$ cat config.mk
export PLATFORM = sky130hd
export DESIGN_NAME = sect_itlb
export DESIGN_NICKNAME = d
export VERILOG_FILES = /design/src/rtl/sect_tlb_pkg.sv /design/src/rtl/sect_tlb_array.sv /design/src/rtl/sect_tlb_port.sv /design/src/rtl/sect_itlb.sv
export SDC_FILE = /design/constraint.sdc
export NUM_CORES = 2
export LEC_CHECK = 0
export ABC_AREA = 0
export BUFFER_PORTS_ARGS = -buffer_cell sky130_fd_sc_hd__clkbuf_2
export CORE_MARGIN = 2
export CORE_UTILIZATION = 49
export CTS_CLUSTER_DIAMETER = 120
export DETAILED_ROUTE_END_ITERATION = 8
export PLACE_DENSITY = 0.7
export SLEW_MARGIN = 15
export SYNTH_ARGS = -nofsm -noshare
export SYNTH_HDL_FRONTEND = slang
export SYNTH_HIERARCHICAL = 1
export SYNTH_SLANG_ARGS = --single-unit
$ cat constraint.sdc
create_clock -name clk -period 6.46 [get_ports clk]
set_clock_uncertainty 0.05 [all_clocks]
set_input_delay 1.292 -clock clk [delete_from_list [all_inputs] [get_ports clk]]
set_output_delay 1.292 -clock clk [all_outputs]
set_load 0.01 [all_outputs]
$ cat src/rtl/sect_tlb_pkg.sv
package sect_tlb_pkg;

    localparam int VA_W     = 50;
    localparam int OFF_W    = 12;
    localparam int VPN_W    = VA_W - OFF_W;
    localparam int SEC_BITS = 3;
    localparam int SECTORS  = 1 << SEC_BITS;
    localparam int TAG_W    = VPN_W - SEC_BITS;
    localparam int PPN_W    = 36;
    localparam int LO_W     = SEC_BITS;
    localparam int HI_W     = PPN_W - LO_W;
    localparam int PA_W     = PPN_W + OFF_W;
    localparam int ASID_W   = 16;

    typedef struct packed {
        logic                      valid;
        logic                      guest;
        logic [TAG_W-1:0]          tag;
        logic [ASID_W-1:0]         asid;
        logic [HI_W-1:0]           hi;
        logic [SECTORS*LO_W-1:0]   lo;
        logic [SECTORS-1:0]        sv;
    } entry_t;

    typedef struct packed {
        logic              valid;
        logic              hit;
        logic [PA_W-1:0]   paddr;
        logic [VPN_W-1:0]  vpn;
    } resp_stage_t;

    function automatic logic is_guest(input logic [1:0] code);
        return code != 2'b00;
    endfunction

    function automatic logic same_space(input entry_t e, input logic [TAG_W-1:0] tag,
                                        input logic [ASID_W-1:0] asid, input logic guest);
        return e.valid && (e.tag == tag) && (e.asid == asid) && (e.guest == guest);
    endfunction

endpackage

$ cat src/rtl/sect_tlb_array.sv
module sect_tlb_array
    import sect_tlb_pkg::*;
#(
    parameter int N_ENT  = 8,
    parameter int N_PORT = 3
) (
    input  logic                     clk,
    input  logic                     rst,
    input  logic [ASID_W-1:0]        cur_asid,
    input  logic                     cur_guest,
    input  logic                     fill_valid,
    input  logic                     fill_guest,
    input  logic [TAG_W-1:0]         fill_tag,
    input  logic [ASID_W-1:0]        fill_asid,
    input  logic [HI_W-1:0]          fill_hi,
    input  logic [SECTORS*LO_W-1:0]  fill_lo,
    input  logic [SECTORS-1:0]       fill_sv,
    input  logic [N_PORT*VPN_W-1:0]  lk_vpn,
    output logic [N_PORT-1:0]        lk_hit,
    output logic [N_PORT*PPN_W-1:0]  lk_ppn
);
    localparam int IDX_W = (N_ENT > 1) ? $clog2(N_ENT) : 1;

    entry_t           tbl [N_ENT];
    logic [IDX_W-1:0] rr_ptr;
    logic             ovr_hit;
    logic [IDX_W-1:0] ovr_idx;
    logic [IDX_W-1:0] wr_idx;

    // Locate an existing entry for the same page group and space.
    always_comb begin
        ovr_hit = 1'b0;
        ovr_idx = '0;
        for (int i = 0; i < N_ENT; i++) begin
            if (!ovr_hit && same_space(tbl[i], fill_tag, fill_asid, fill_guest)) begin
                ovr_hit = 1'b1;
                ovr_idx = IDX_W'(i);
            end
        end
    end

    assign wr_idx = ovr_hit ? ovr_idx : rr_ptr;

    always_ff @(posedge clk) begin
        if (rst) begin
            for (int i = 0; i < N_ENT; i++) tbl[i] <= '0;
            rr_ptr <= '0;
        end else if (fill_valid) begin
            tbl[wr_idx] <= '{valid: 1'b1, guest: fill_guest, tag: fill_tag, asid: fill_asid,
                             hi: fill_hi, lo: fill_lo, sv: fill_sv};
            if (!ovr_hit)
                rr_ptr <= (rr_ptr == IDX_W'(N_ENT - 1)) ? '0 : rr_ptr + 1'b1;
        end
    end

    for (genvar p = 0; p < N_PORT; p++) begin : g_look
        logic [VPN_W-1:0]    vpn;
        logic [SEC_BITS-1:0] sec;
        logic                hit;
        logic [PPN_W-1:0]    ppn;

        assign vpn = lk_vpn[p*VPN_W +: VPN_W];
        assign sec = vpn[SEC_BITS-1:0];

        always_comb begin
            hit = 1'b0;
            ppn = '0;
            for (int i = 0; i < N_ENT; i++) begin
                if (!hit && same_space(tbl[i], vpn[VPN_W-1:SEC_BITS], cur_asid, cur_guest)
                    && tbl[i].sv[sec]) begin
                    hit = 1'b1;
                    ppn = {tbl[i].hi, tbl[i].lo[32'(sec)*LO_W +: LO_W]};
                end
            end
        end

        assign lk_hit[p]                 = hit;
        assign lk_ppn[p*PPN_W +: PPN_W]  = ppn;
    end

endmodule

$ cat src/rtl/sect_tlb_port.sv
module sect_tlb_port
    import sect_tlb_pkg::*;
(
    input  logic              clk,
    input  logic              rst,
    input  logic              flush,
    input  logic              ready,
    input  logic              req_valid,
    input  logic [VA_W-1:0]   req_vaddr,
    output logic [VPN_W-1:0]  lk_vpn,
    input  logic              lk_hit,
    input  logic [PPN_W-1:0]  lk_ppn,
    output logic              resp_valid,
    output logic              resp_miss,
    output logic [PA_W-1:0]   resp_paddr,
    output logic              walk_valid,
    output logic [VPN_W-1:0]  walk_vpn
);
    logic            s1_valid;
    logic [VA_W-1:0] s1_vaddr;
    resp_stage_t     s2;

    always_ff @(posedge clk) begin
        if (rst || flush) begin
            s1_valid <= 1'b0;
            s2.valid <= 1'b0;
        end else begin
            s1_valid <= req_valid;
            s2.valid <= s1_valid;
        end
        s1_vaddr <= req_vaddr;
        s2.hit   <= lk_hit;
        s2.paddr <= {lk_ppn, s1_vaddr[OFF_W-1:0]};
        s2.vpn   <= s1_vaddr[VA_W-1:OFF_W];
    end

    assign lk_vpn     = s1_vaddr[VA_W-1:OFF_W];
    assign resp_valid = s2.valid && ready;
    assign resp_miss  = resp_valid && !s2.hit;
    assign resp_paddr = (resp_valid && s2.hit) ? s2.paddr : '0;
    assign walk_valid = s2.valid && !s2.hit;
    assign walk_vpn   = walk_valid ? s2.vpn : '0;

endmodule

$ cat src/rtl/sect_itlb.sv
module sect_itlb
    import sect_tlb_pkg::*;
#(
    parameter int NUM_ENTRIES = 8,
    parameter int NUM_PORTS   = 3,
    parameter int READY_PORT  = 2
) (
    input  logic                        clk,
    input  logic                        rst,
    input  logic [ASID_W-1:0]           cur_asid,
    input  logic [1:0]                  cur_stage,
    input  logic [NUM_PORTS-1:0]        req_valid,
    input  logic [NUM_PORTS*VA_W-1:0]   req_vaddr,
    input  logic [NUM_PORTS-1:0]        flush,
    input  logic                        resp2_ready,
    output logic [NUM_PORTS-1:0]        resp_valid,
    output logic [NUM_PORTS-1:0]        resp_miss,
    output logic [NUM_PORTS*PA_W-1:0]   resp_paddr,
    output logic [NUM_PORTS-1:0]        walk_valid,
    output logic [NUM_PORTS*VPN_W-1:0]  walk_vpn,
    input  logic                        fill_valid,
    input  logic [1:0]                  fill_stage,
    input  logic [TAG_W-1:0]            fill_tag,
    input  logic [ASID_W-1:0]           fill_asid,
    input  logic [HI_W-1:0]             fill_ppn_hi,
    input  logic [SECTORS*LO_W-1:0]     fill_ppn_lo,
    input  logic [SECTORS-1:0]          fill_sec_valid
);
    logic [NUM_PORTS*VPN_W-1:0] lk_vpn;
    logic [NUM_PORTS-1:0]       lk_hit;
    logic [NUM_PORTS*PPN_W-1:0] lk_ppn;

    sect_tlb_array #(.N_ENT(NUM_ENTRIES), .N_PORT(NUM_PORTS)) u_array (
        .clk        (clk),
        .rst        (rst),
        .cur_asid   (cur_asid),
        .cur_guest  (is_guest(cur_stage)),
        .fill_valid (fill_valid),
        .fill_guest (is_guest(fill_stage)),
        .fill_tag   (fill_tag),
        .fill_asid  (fill_asid),
        .fill_hi    (fill_ppn_hi),
        .fill_lo    (fill_ppn_lo),
        .fill_sv    (fill_sec_valid),
        .lk_vpn     (lk_vpn),
        .lk_hit     (lk_hit),
        .lk_ppn     (lk_ppn)
    );

    for (genvar p = 0; p < NUM_PORTS; p++) begin : g_port
        sect_tlb_port u_port (
            .clk        (clk),
            .rst        (rst),
            .flush      (flush[p]),
            .ready      ((p == READY_PORT) ? resp2_ready : 1'b1),
            .req_valid  (req_valid[p]),
            .req_vaddr  (req_vaddr[p*VA_W +: VA_W]),
            .lk_vpn     (lk_vpn[p*VPN_W +: VPN_W]),
            .lk_hit     (lk_hit[p]),
            .lk_ppn     (lk_ppn[p*PPN_W +: PPN_W]),
            .resp_valid (resp_valid[p]),
            .resp_miss  (resp_miss[p]),
            .resp_paddr (resp_paddr[p*PA_W +: PA_W]),
            .walk_valid (walk_valid[p]),
            .walk_vpn   (walk_vpn[p*VPN_W +: VPN_W])
        );
    end

endmodule

==> flow_summary.yaml <==
final_layout:
  drive_gt1_frac: 0.207
  regArea_sq_um: 36700
  num-fill-cells: 13000
  nNetsFinal: 7152
  multi_input_area_sq_um: 35200
  syn2layout_area_growth_pct: 12.7
timing:
  fin_ws_ps: 1360
  whs_ps: 273
  slew-limit-headroom: 0.0759
  fmax_ghz: 0.196
  finalSetupViolCount: 0
  period_needed_ps: 5100
  maxSlewViolCount: 0
  timing.setup.tns_ps: 0
  post-route-period-util: 0.789
  hold_viol: 0
  rsz0062_at_grt: "no"
  tightest_slew_ps: 1380
global_route:
  grt_pass1_wl_um: 480000
  gr-total-overflow: 0
  antenna_found_initial: 23
  grt_pass1_vias: 56100
  grt_max_degree: 103
  grtUsageTotal: 0.444
synthesis:
  synth_edf_count: 936
  synth-compound-area-share: 0.0594
  netlist_top_cells_area: "edfxtp_1 37%, dfxtp_1 11%, xnor2_1 9.5%"
  yosysUniqueCellTypes: 97
  synth_area_sq_um: 76300
  yosys-top-cells-count: "936 x edfxtp_1, 823 x xnor2_1, 819 x and2_1"
  synth_most_common_cell: "edfxtp_1"
  ys.flop_type: "edfxtp_1"
  synthMuxAreaShare: 0.0712
  yosysTopAreaCell: "edfxtp_1"
  ys_seq_elements: 1364
  ys_seq_area_frac: 0.481
  synthCells: 6561
  synth_top_family_by_area: "simple AND/OR/NAND/NOR gates"
  syn_area_per_cell_sq_um: 11.6
  yosys_warnings: 6
  synth_fa_ha_area_frac: 0.000328
  synthDominantCellAreaShare: 0.369
  async_reset_ff_frac: 0
  synth-xor-area-share: 0.154
  yosys.area_share.simple: 0.175
cts:
  hold_buffers: 0
  cts_num_sinks: 1364
  cts_tree: "built"
  clkTransAtPathRegs_ps: 60
  cts_resized: 0
  cts_max_level: 4
  clock_path_buffers: 3
  cts_buffers: 150
  postCtsSetupRepairBufs: 0
  clockRootBuffer: "clkbuf_16"
  clock_latency_ps: 810
power:
  irDropWorstVdd_uv: 271
  power.share.combinational: 0.110
  p_switching_w: 0.00599
  p_seq_frac: 0.481
  switching_share: 0.276
  p_clk_frac: 0.409
  p_per_area_nw_per_um2: 252
  leakagePower_nw: 32.1
  p_int_w: 0.0157
detailed_routing:
  post_drt_wl_per_cell_um: 40.2
  drc: 1
  first_pass_iters: 9
  ant_nets: 0
  drt_iter0_markers: 11800
  vias: 61600
  routed_via_density: 6.82
  routed_wl_um: 363000
worst_setup_path:
  worstPathRequired_ps: 7020
  critPathKind: "flop to flop"
  crit_path_end_kind: "flop"
  startpoint_type: "flop"
  path_max_fanout: 23
  cp_data_arrival_time_ps: 5660
placement:
  dp_slack_ps: 928
  portBuffers: 562
  dp_hpwl_um: 259000
  gp_congestion: 1.16
floorplan:
  die_area_sq_um: 159000
  io_pins: 563
  die_w_um: 399
  start_util: 0.494
  die_y_um: 399
  core_area_sq_um: 154000
  row_count: 144
run_status:
  failed_checks: "DRC"
  status: "finished with violations"
min_path:
  hold_class: "flop to flop"
run:
  drv_cap: 0
state kept, by name (all words and copies together), names as in the netlist:
name and count:
g_port.u_port/s1_vaddr 150, g_port.u_port/s1_valid 3, g_port.u_port/s2 264, u_array/rr_ptr 3, u_array/tbl 944
power by group through the flow:
stage          combinational, W  sequential [W]  clock [W]
2_1_floorplan           0.00149          0.0101          0
3_3_place_gp            0.00226          0.0105          0
3_5_place_dp            0.00226          0.0105          0
4_1_cts                 0.00228          0.0104    0.00891
5_1_grt                 0.00243          0.0104    0.00922
6_report                0.00239          0.0104    0.00887
final timing paths:
check	from	end	slack [ps]	depth (start not counted)
setup / recovery	g_port[1].u_port/s1_vaddr[14]	g_port[1].u_port/s2[77]	1360	8
hold / removal	g_port[0].u_port/s1_vaddr[10]	g_port[0].u_port/s2[48]	270	0
setup reg to reg	g_port[1].u_port/s1_vaddr[14]	g_port[1].u_port/s2[77]	1360	8
hold reg to reg	g_port[0].u_port/s1_vaddr[10]	g_port[0].u_port/s2[48]	270	0
critical path: stages (launching register included):
cell and delay [ps]:
dfxtp_2 930, mux2i_1 1150, nor4_1 190, and3_1 400
nor4_1 900, nand2_2 610, buf_4 360, o22ai_1 160
a31oi_1 100
per-layer routing:
layer,vias up,wire (um),track usage
met4,4,15500,0.153
met3,865,61400,0.190
met2,5804,145000,0.612
met5,-,17,0
li1,24300,-,-
met1,30700,141000,0.621
per-stage QoR:
stage / area (sq um) / util / cells / total power (W)
after floorplan: 76300 / - / 6570 / 0.0116
after global placement: 80800 / 0.524 / 8746 / 0.0128
after detailed placement: 80800 / 0.524 / 8746 / 0.0128
after CTS: 85900 / 0.557 / 9024 / 0.0215
after global routing: 86000 / 0.557 / 9029 / 0.0220
final: 86000 / 0.557 / 9038 / 0.0217
final cells by class:
type | count | share of cell area
diodes | 14 | 0.000407
well taps | 2044 | 0.0297
multi-input cells | 4329 | 0.410
inverters | 122 | 0.00533
repair buffers | 887 | 0.0684
flip-flops and latches | 1364 | 0.427
clock inverters | 79 | 0.0107
clock buffers | 199 | 0.0486
placed cells by master (no fill, tap or decap), types with 192 or more instances in the layout:
| master | instances |
|---|---|
| xnor2_1 | 823 |
| mux4_2 | 192 |
| and2_1 | 817 |
| nor4_1 | 295 |
| dfxtp_1 | 410 |
| edfxtp_1 | 936 |
| xor2_1 | 519 |
| nand4_1 | 225 |
| clkbuf_2 | 562 |
| nand2_1 | 212 |
| buf_4 | 275 |
logic make-up after synthesis:
| logic type | Yosys count |
|---|---|
| buf+inv | 877 |
| mux | 297 |
| fa+ha+maj | 2 |
| flops | 1364 |
| simple gates | 2109 |
| xor+xnor | 1342 |
| other cells | 1 |
| compound gates | 569 |
No activity file was read; power rests on OpenSTA's default activity.
